--- src/rtl/d2s_pkg.sv ---
package d2s_pkg;

    localparam int DBL_W      = 64;
    localparam int DBL_EXP_W  = 11;
    localparam int DBL_FRAC_W = 52;
    localparam int DBL_BIAS   = 1023;

    localparam int SGL_W      = 32;
    localparam int SGL_EXP_W  = 8;
    localparam int SGL_FRAC_W = 23;
    localparam int SGL_BIAS   = 127;

    // smallest double exponent that maps onto a normal single
    localparam int DIRECT_MIN_EXP = DBL_BIAS - SGL_BIAS + 1;
    // smallest double exponent that still leaves the hidden one in the fraction
    localparam int SUB_MIN_EXP    = DIRECT_MIN_EXP - SGL_FRAC_W;
    // shift amounts 1..SGL_FRAC_W
    localparam int SHAMT_W        = $clog2(SGL_FRAC_W + 1);
    // hidden one plus the kept fraction bits
    localparam int KEEP_W         = SGL_FRAC_W + 1;
    // low fraction bits that never reach the result
    localparam int DROP_W         = DBL_FRAC_W - SGL_FRAC_W;
    // exponent bits of the double that are skipped on the direct path
    localparam int EXP_SKIP_W     = DBL_EXP_W - SGL_EXP_W;

    typedef enum logic [1:0] {
        PATH_DIRECT  = 2'd0,
        PATH_SUBNORM = 2'd1,
        PATH_FLUSH   = 2'd2
    } path_e;

endpackage

--- src/rtl/d2s_classify.sv ---
module d2s_classify
    import d2s_pkg::*;
(
    input  logic [DBL_EXP_W-1:0] exp_i,
    input  logic                 mag_zero_i,
    output path_e                path_o,
    output logic [SHAMT_W-1:0]   shamt_o
);

    always_comb begin
        if (mag_zero_i || (int'(exp_i) >= DIRECT_MIN_EXP)) begin
            path_o = PATH_DIRECT;
        end else if (int'(exp_i) >= SUB_MIN_EXP) begin
            path_o = PATH_SUBNORM;
        end else begin
            path_o = PATH_FLUSH;
        end
    end

    // distance to the first normal exponent; only the low bits matter
    // because the window is narrower than 2**SHAMT_W
    assign shamt_o = SHAMT_W'(DIRECT_MIN_EXP) - exp_i[SHAMT_W-1:0];

endmodule

--- src/rtl/d2s_denorm_shift.sv ---
module d2s_denorm_shift
    import d2s_pkg::*;
(
    input  logic [KEEP_W-1:0]  sig_i,
    input  logic [SHAMT_W-1:0] amt_i,
    output logic [KEEP_W-1:0]  sig_o
);

    logic [KEEP_W-1:0] stage [SHAMT_W+1];

    assign stage[0] = sig_i;

    for (genvar k = 0; k < SHAMT_W; k++) begin : g_stage
        assign stage[k+1] = amt_i[k] ? (stage[k] >> (1 << k)) : stage[k];
    end

    assign sig_o = stage[SHAMT_W];

endmodule

--- src/rtl/d2s_narrow.sv ---
module d2s_narrow
    import d2s_pkg::*;
(
    input  logic              clk,
    input  logic              rst,
    input  logic              in_valid,
    input  logic [DBL_W-1:0]  in_dword,
    output logic              out_valid,
    output logic [SGL_W-1:0]  out_word
);

    // field split (vector bit 63 = big-endian bit 0)
    logic                  in_sign;
    logic [DBL_EXP_W-1:0]  in_exp;
    logic [DBL_FRAC_W-1:0] in_frac;
    logic                  mag_zero;

    assign in_sign  = in_dword[DBL_W-1];
    assign in_exp   = in_dword[DBL_W-2 -: DBL_EXP_W];
    assign in_frac  = in_dword[DBL_FRAC_W-1:0];
    assign mag_zero = (in_dword[DBL_W-2:0] == '0);

    path_e              path;
    logic [SHAMT_W-1:0] shamt;
    logic [KEEP_W-1:0]  shifted;
    logic [SGL_W-1:0]   next_word;

    d2s_classify u_classify (
        .exp_i      (in_exp),
        .mag_zero_i (mag_zero),
        .path_o     (path),
        .shamt_o    (shamt)
    );

    d2s_denorm_shift u_shift (
        .sig_i (ensure_hidden(in_frac)),
        .amt_i (shamt),
        .sig_o (shifted)
    );

    function automatic logic [KEEP_W-1:0] ensure_hidden(input logic [DBL_FRAC_W-1:0] f);
        return {1'b1, f[DBL_FRAC_W-1 -: SGL_FRAC_W]};
    endfunction

    // result selection per path
    always_comb begin
        unique case (path)
            PATH_DIRECT:  next_word = {in_sign,
                                       in_exp[DBL_EXP_W-1],
                                       in_exp[DBL_EXP_W-EXP_SKIP_W-2:0],
                                       in_frac[DBL_FRAC_W-1 -: SGL_FRAC_W]};
            PATH_SUBNORM: next_word = {in_sign, {SGL_EXP_W{1'b0}},
                                       shifted[SGL_FRAC_W-1:0]};
            default:      next_word = '0;
        endcase
    end

    // output register
    always_ff @(posedge clk) begin
        if (rst) begin
            out_valid <= 1'b0;
            out_word  <= '0;
        end else begin
            out_valid <= in_valid;
            if (in_valid) begin
                out_word <= next_word;
            end
        end
    end


    valid_follow_chk: assert property (@(posedge clk) disable iff (rst)
        in_valid |=> out_valid);


    valid_idle_chk: assert property (@(posedge clk) disable iff (rst)
        !in_valid |=> !out_valid);


    hold_chk: assert property (@(posedge clk) disable iff (rst)
        !in_valid |=> $stable(out_word));


    flush_chk: assert property (@(posedge clk) disable iff (rst)
        (in_valid && !mag_zero && (int'(in_exp) < SUB_MIN_EXP)) |=> (out_word == '0));


    subnorm_chk: assert property (@(posedge clk) disable iff (rst)
        (in_valid && (int'(in_exp) >= SUB_MIN_EXP) && (int'(in_exp) < DIRECT_MIN_EXP))
        |=> ((out_word[SGL_W-2 -: SGL_EXP_W] == '0) && (out_word[SGL_FRAC_W-1:0] != '0)
             && (out_word[SGL_W-1] == $past(in_sign))));


    hidden_gone_chk: assert property (@(posedge clk) disable iff (rst)
        (path == PATH_SUBNORM) |-> !shifted[KEEP_W-1]);


    low_edge_chk: assert property (@(posedge clk) disable iff (rst)
        (in_valid && (int'(in_exp) == SUB_MIN_EXP)) |=> (out_word[SGL_FRAC_W-1:0] == 1));


    direct_top_chk: assert property (@(posedge clk) disable iff (rst)
        (in_valid && (int'(in_exp) >= DIRECT_MIN_EXP))
        |=> (out_word[SGL_W-1 -: 2] == $past(in_dword[DBL_W-1 -: 2])));


    trunc_chk: assert property (@(posedge clk) disable iff (rst)
        (in_valid && $past(in_valid) && (in_exp != '0)
         && (in_dword[DBL_W-1:DROP_W] == $past(in_dword[DBL_W-1:DROP_W]))
         && (in_dword[DROP_W-1:0] != $past(in_dword[DROP_W-1:0])))
        |=> $stable(out_word));

endmodule

--- config.mk ---
export PLATFORM = sky130hd
export DESIGN_NAME = d2s_narrow
export DESIGN_NICKNAME = d
export VERILOG_FILES = /design/src/rtl/d2s_pkg.sv /design/src/rtl/d2s_classify.sv /design/src/rtl/d2s_denorm_shift.sv /design/src/rtl/d2s_narrow.sv
export SDC_FILE = /design/constraint.sdc
export NUM_CORES = 1
export LEC_CHECK = 0
export ABC_CLOCK_PERIOD_IN_PS = 5900
export BUFFER_PORTS_ARGS = -buffer_cell sky130_fd_sc_hd__buf_2
export CAP_MARGIN = 20
export CELL_PAD_IN_SITES_DETAIL_PLACEMENT = 2
export CELL_PAD_IN_SITES_GLOBAL_PLACEMENT = 2
export CORE_MARGIN = 4
export CORE_UTILIZATION = 25
export CTS_CLUSTER_DIAMETER = 30
export DETAILED_ROUTE_END_ITERATION = 8
export GPL_TIMING_DRIVEN = 0
export PLACE_DENSITY_LB_ADDON = 0.1
export REMOVE_ABC_BUFFERS = 1
export SYNTH_ARGS = -nofsm -noshare
export SYNTH_HDL_FRONTEND = slang
export SYNTH_SLANG_ARGS = --single-unit
export TNS_END_PERCENT = 5
--- constraint.sdc ---
create_clock -name clk -period 5.9 [get_ports clk]
set_input_delay 1.475 -clock clk [delete_from_list [all_inputs] [get_ports clk]]
set_output_delay 1.475 -clock clk [all_outputs]
set_load 0.05 [all_outputs]
# == Yosys cells after proc, flatten, opt, wreduce, memory -nomap -nowiden ==
# Index checks and enable logic that the tools add are counted.
# totals
reg_bits,33
latchBits,0
mem_bits_rw,0
rom_bits,0
n_memories,0
# op_classes
add_sub_neg,1
n_mul,0
div,0
order_cmp,2
eq_ne,1
n_shift,0
muxes,8
bitwise,0
n_reduce_logical,3
# op_table
op,n
two-way mux 24 bit,4
case mux 32 bit (2 select lines),1
zero test 63 bit,1
two-way mux 23 bit,1
>= comparator 11 x 10 -> 1 bit (second input constant),2
subtractor 1 x 5 -> 5 bit (first input constant),1
two-way mux 2 bit,2
equality test 2 x 1 -> 1 bit (second input constant),1
zero test 2 bit,1
logical OR 1 bit,1

# == Logic depth before layout (Yosys ltp) ==
# depth
depth_word,7
mapped_depth,12
mapped_depth_nobuf,8

# == By module ==
# From an unflattened synthesis, not the netlist that was laid out.
# hier_totals
cells_unflattened,336
hier_area_um2,3174.3
# modules_own_cells
module,instances,cells_per_inst,area_per_inst_um2,seq_area_each_um2
d2s_narrow,1,191,1805.5,660.6
d2s_denorm_shift,1,121,1191.1,0.0
d2s_classify,1,24,177.7,0.0

# == Least setup slack after synthesis ==
# Ideal clock, no wire load.
# synth_path
path_kind,in2reg
from,input in_dword[53]
to,register out_word[15]
setup_time_ns,0.091
arrival_time_ns,3.648
t_required_ns,5.809
slack_ns,2.161
cell_stages,12
n_path_buf,5
path_cell_list,buf_2 -> clkinv_1 -> buf_2 -> ha_1 -> buf_4 -> buf_4 -> buf_2 -> mux2i_1 -> o211ai_1 -> o21ai_0 -> nand3_1 -> a311oi_1
# synth_via
elab_chain_cells,6
word_cells_on_any_way,14
# synth_rtl
element,line_no,rtl
start: declaration,d2s_narrow.sv:7,"input logic [DBL_W-1:0] in_dword,"
"parallel branches: the longest is 5 deep, another holds >= comparator 11 x 10 -> 1 bit",--,
case mux 32 bit (2 select lines) *,d2s_narrow.sv:47,unique case (path)
end signal: assignment,d2s_narrow.sv:66,out_word <= next_word;
end: declaration,d2s_narrow.sv:9,output logic [SGL_W-1:0] out_word
# Every way passes the cells marked *.
# A chain may end at the register's enable or synchronous reset.

# == Worst setup path after layout ==
# layout_path
from,input in_dword[53]
to,register out_word[5]
# Same word-level chain as after synthesis.

==> flow_summary.toml <==
[status]
outcome = "completed"

[placement]
hpwl_um = 9670
gp_congestion = 0.797
io_buffers = 99
place_ws_ns = 0.447
place_area_um2 = 3540

[floorplan]
die_width_um = 117
fp-row-count = 39
start_util_pct = 25.8
core_area_um2 = 11600
die_h_um = 117
io_pins = 100
die_area_um2 = 13800

[synth]
synthDistinctLibCells = 59
synthesis.area_um2 = 2990
synthArstFlopShare_pct = 0
synth_area_leaders = "dfxtp_1, mux2i_1, mux4_2"
synth_top_area_share_pct = 22.1
synthCells = 369
synth_top_cell_by_area = "dfxtp_1"
yosys_warnings = 0
synth_edf_count = 0
synth.most_common_cell = "nand2_1"
synth_common_cells = "nand2_1, dfxtp_1, nor2_1, mux2i_1, a21oi_1"
syn_area_per_cell_um2 = 8.10
ys_seq_elements = 33
seq_area_frac_synth_pct = 22.1
ys.flop_type = "dfxtp_1"

[timing]
slew_headroom_pct = 39.5
setup_viol = 0
drv_slew = 0
finalClockSkew_ns = 0
timing.final.crit_share_pct = 88.4
tightest_slew_ns = 0.901
fin_setup_tns_ns = 0
hold_viol_final = 0
fin_crit_ns = 5.22
grt_setup_unrepaired = "no"
fin_ws_ns = 0.683
clock.fmax_ghz = 0.192

[finish]
antenna_cells = 0
nFillCells = 1365
design_area_um2 = 3680
areaGrowthSynthToFinish_pct = 23.3
post-route-util_pct = 31.9
drive_gt1_share_pct = 31.8
final_nets = 518

[clocking]
cts-buffers-inserted = 5
ctsHoldBuffers = 0
cts.sinks = 33
clk_latency_ns = 0.28
tritoncts = "built"
cts-resized-gates = 0
clkTransAtPathRegs_ns = 0.06
cts_setup_buffers = 0
cts-root-buf = "clkbuf_16"
clock_path_buffers = 2
h-tree-depth = 2

[routing]
wl_per_cell_um = 21.9
drc = 0
viasPerCell = 5.55
drtAntennaViolNets = 0
drtPass1Iterations = 4
drt_wl_total_um = 13000
dr_total_vias = 3286
drt_iter0_markers = 118

[critical_path]
crit_slowest_cell = "ha_2"
crit_arrival_ns = 5.35
required_ns = 6.03
path_class = "input port to register"
crit_path_start_kind = "input port"
cp-end-kind = "register"
cp_max_fo = 38
crit_chain = "buf_2, clkinv_1, ha_2, mux4_2, mux2i_1, o32ai_1, o21ai_1, a311oi_1"
cp_slowest_stage_delay_ns = 1.18

[global_routing]
grt_pass1_vias = 3691
antenna_found_initial = 0
grt_pass1_wl_um = 20900
grt_max_degree = 54
grt.total_usage_pct = 18.8
gr-total-overflow = 0

[power_and_ir_drop]
p_per_area_nw_per_um2 = 218
finalPower_mw = 0.802
p_leak_nw = 1.49
ir_drop_mv = 0.0894

[flow_run]
drv_cap = 0

[hold_path]
hold_path_class = "register to register"
==> logic make-up (layout without fill, tap and decap cells) <==
| kind of cell | after synthesis | count (layout) | synth area share (%) |
|---|---|---|---|
| adders and majority gates | 3 | 3 | 1.26 |
| and+or+nand+nor | 142 | 142 | 24.3 |
| xor gates and xnor gates | 5 | 5 | 1.47 |
| buffers and inverters | 36 | 116 | 6.83 |
| muxes | 45 | 45 | 18.9 |
| DFF | 33 | 33 | 22.1 |
| AOI/OAI and AO/OA | 105 | 105 | 25.2 |
==> cell type report <==
type                       count  area, um2  area share (%)
clock inverter                 3       17.5           0.475
clock buffer                   5        125            3.40
sequential                    33        661            17.9
tap                          143        179            4.86
timing repair buffer         102        554            15.0
inverter                       6       22.5           0.611
multi-input combinational    300       2130            57.7
==> state kept, by name, summed over array words and instances (netlist names) <==
name	count
out_word	32
out_valid	1
==> worst paths after layout <==
check | from | end | slack (ns) | cells after the start
worst max-delay path | in_dword[53] | out_word[5] | 0.68 | 8
worst min-delay path | out_word[24] | out_word[24] | 0.46 | 2
worst max register to register | out_word[9] | out_word[9] | 5.06 | 3
worst min register to register | out_word[24] | out_word[24] | 0.46 | 2
==> routing by layer <==
| metal | GRT usage, % | share of wire [%] | vias up | wire length [um] |
|---|---|---|---|---|
| met5 | 0 | 0 | - | 0 |
| met4 | 3.45 | 0.86 | 0 | 112 |
| met3 | 3.42 | 4.0 | 7 | 516 |
| met2 | 31.3 | 47 | 70 | 6040 |
| met1 | 25.8 | 49 | 1640 | 6320 |
| li1 | - | - | 1569 | - |
==> cells in the final DEF (no fill, tap or decap), drive strengths merged, types with 8 or more instances in the layout <==
cell type and count:
nor3 8, dfxtp 33, o21ai 15, nand2 40, nand2b 11, a31oi 9
nand4 9, a21oi 19, a311oi 13, o22ai 8, nor2b 13, mux2i 26
nand3 13, mux2 11, nor2 28, mux4 8, nor4 16, buf 102
==> critical path, delay by kind of cell <==
kind / cells / cell delay (ns)
adders and majority gates: 1 / 1.18
AOI/OAI and AO/OA: 3 / 0.52
muxes: 2 / 0.88
buffers and inverters: 2 / 1.26
==> where the power goes <==
| part | switching (mW) | total [mW] | internal (mW) |
|---|---|---|---|
| Clock | 0.112 | 0.267 | 0.155 |
| Combinational | 0.191 | 0.294 | 0.103 |
| Sequential | 0.00579 | 0.241 | 0.235 |
| Total | 0.309 | 0.802 | 0.494 |
==> stage by stage <==
| step | hold slack (ns) | cells |
|---|---|---|
| after floorplan | 0.684 | 339 |
| after global placement | 0.453 | 581 |
| after detailed placement | 0.461 | 584 |
| after CTS | 0.472 | 592 |
| after global routing | 0.494 | 592 |
| final | 0.464 | 592 |
No activity file was read; power rests on OpenSTA's default activity.
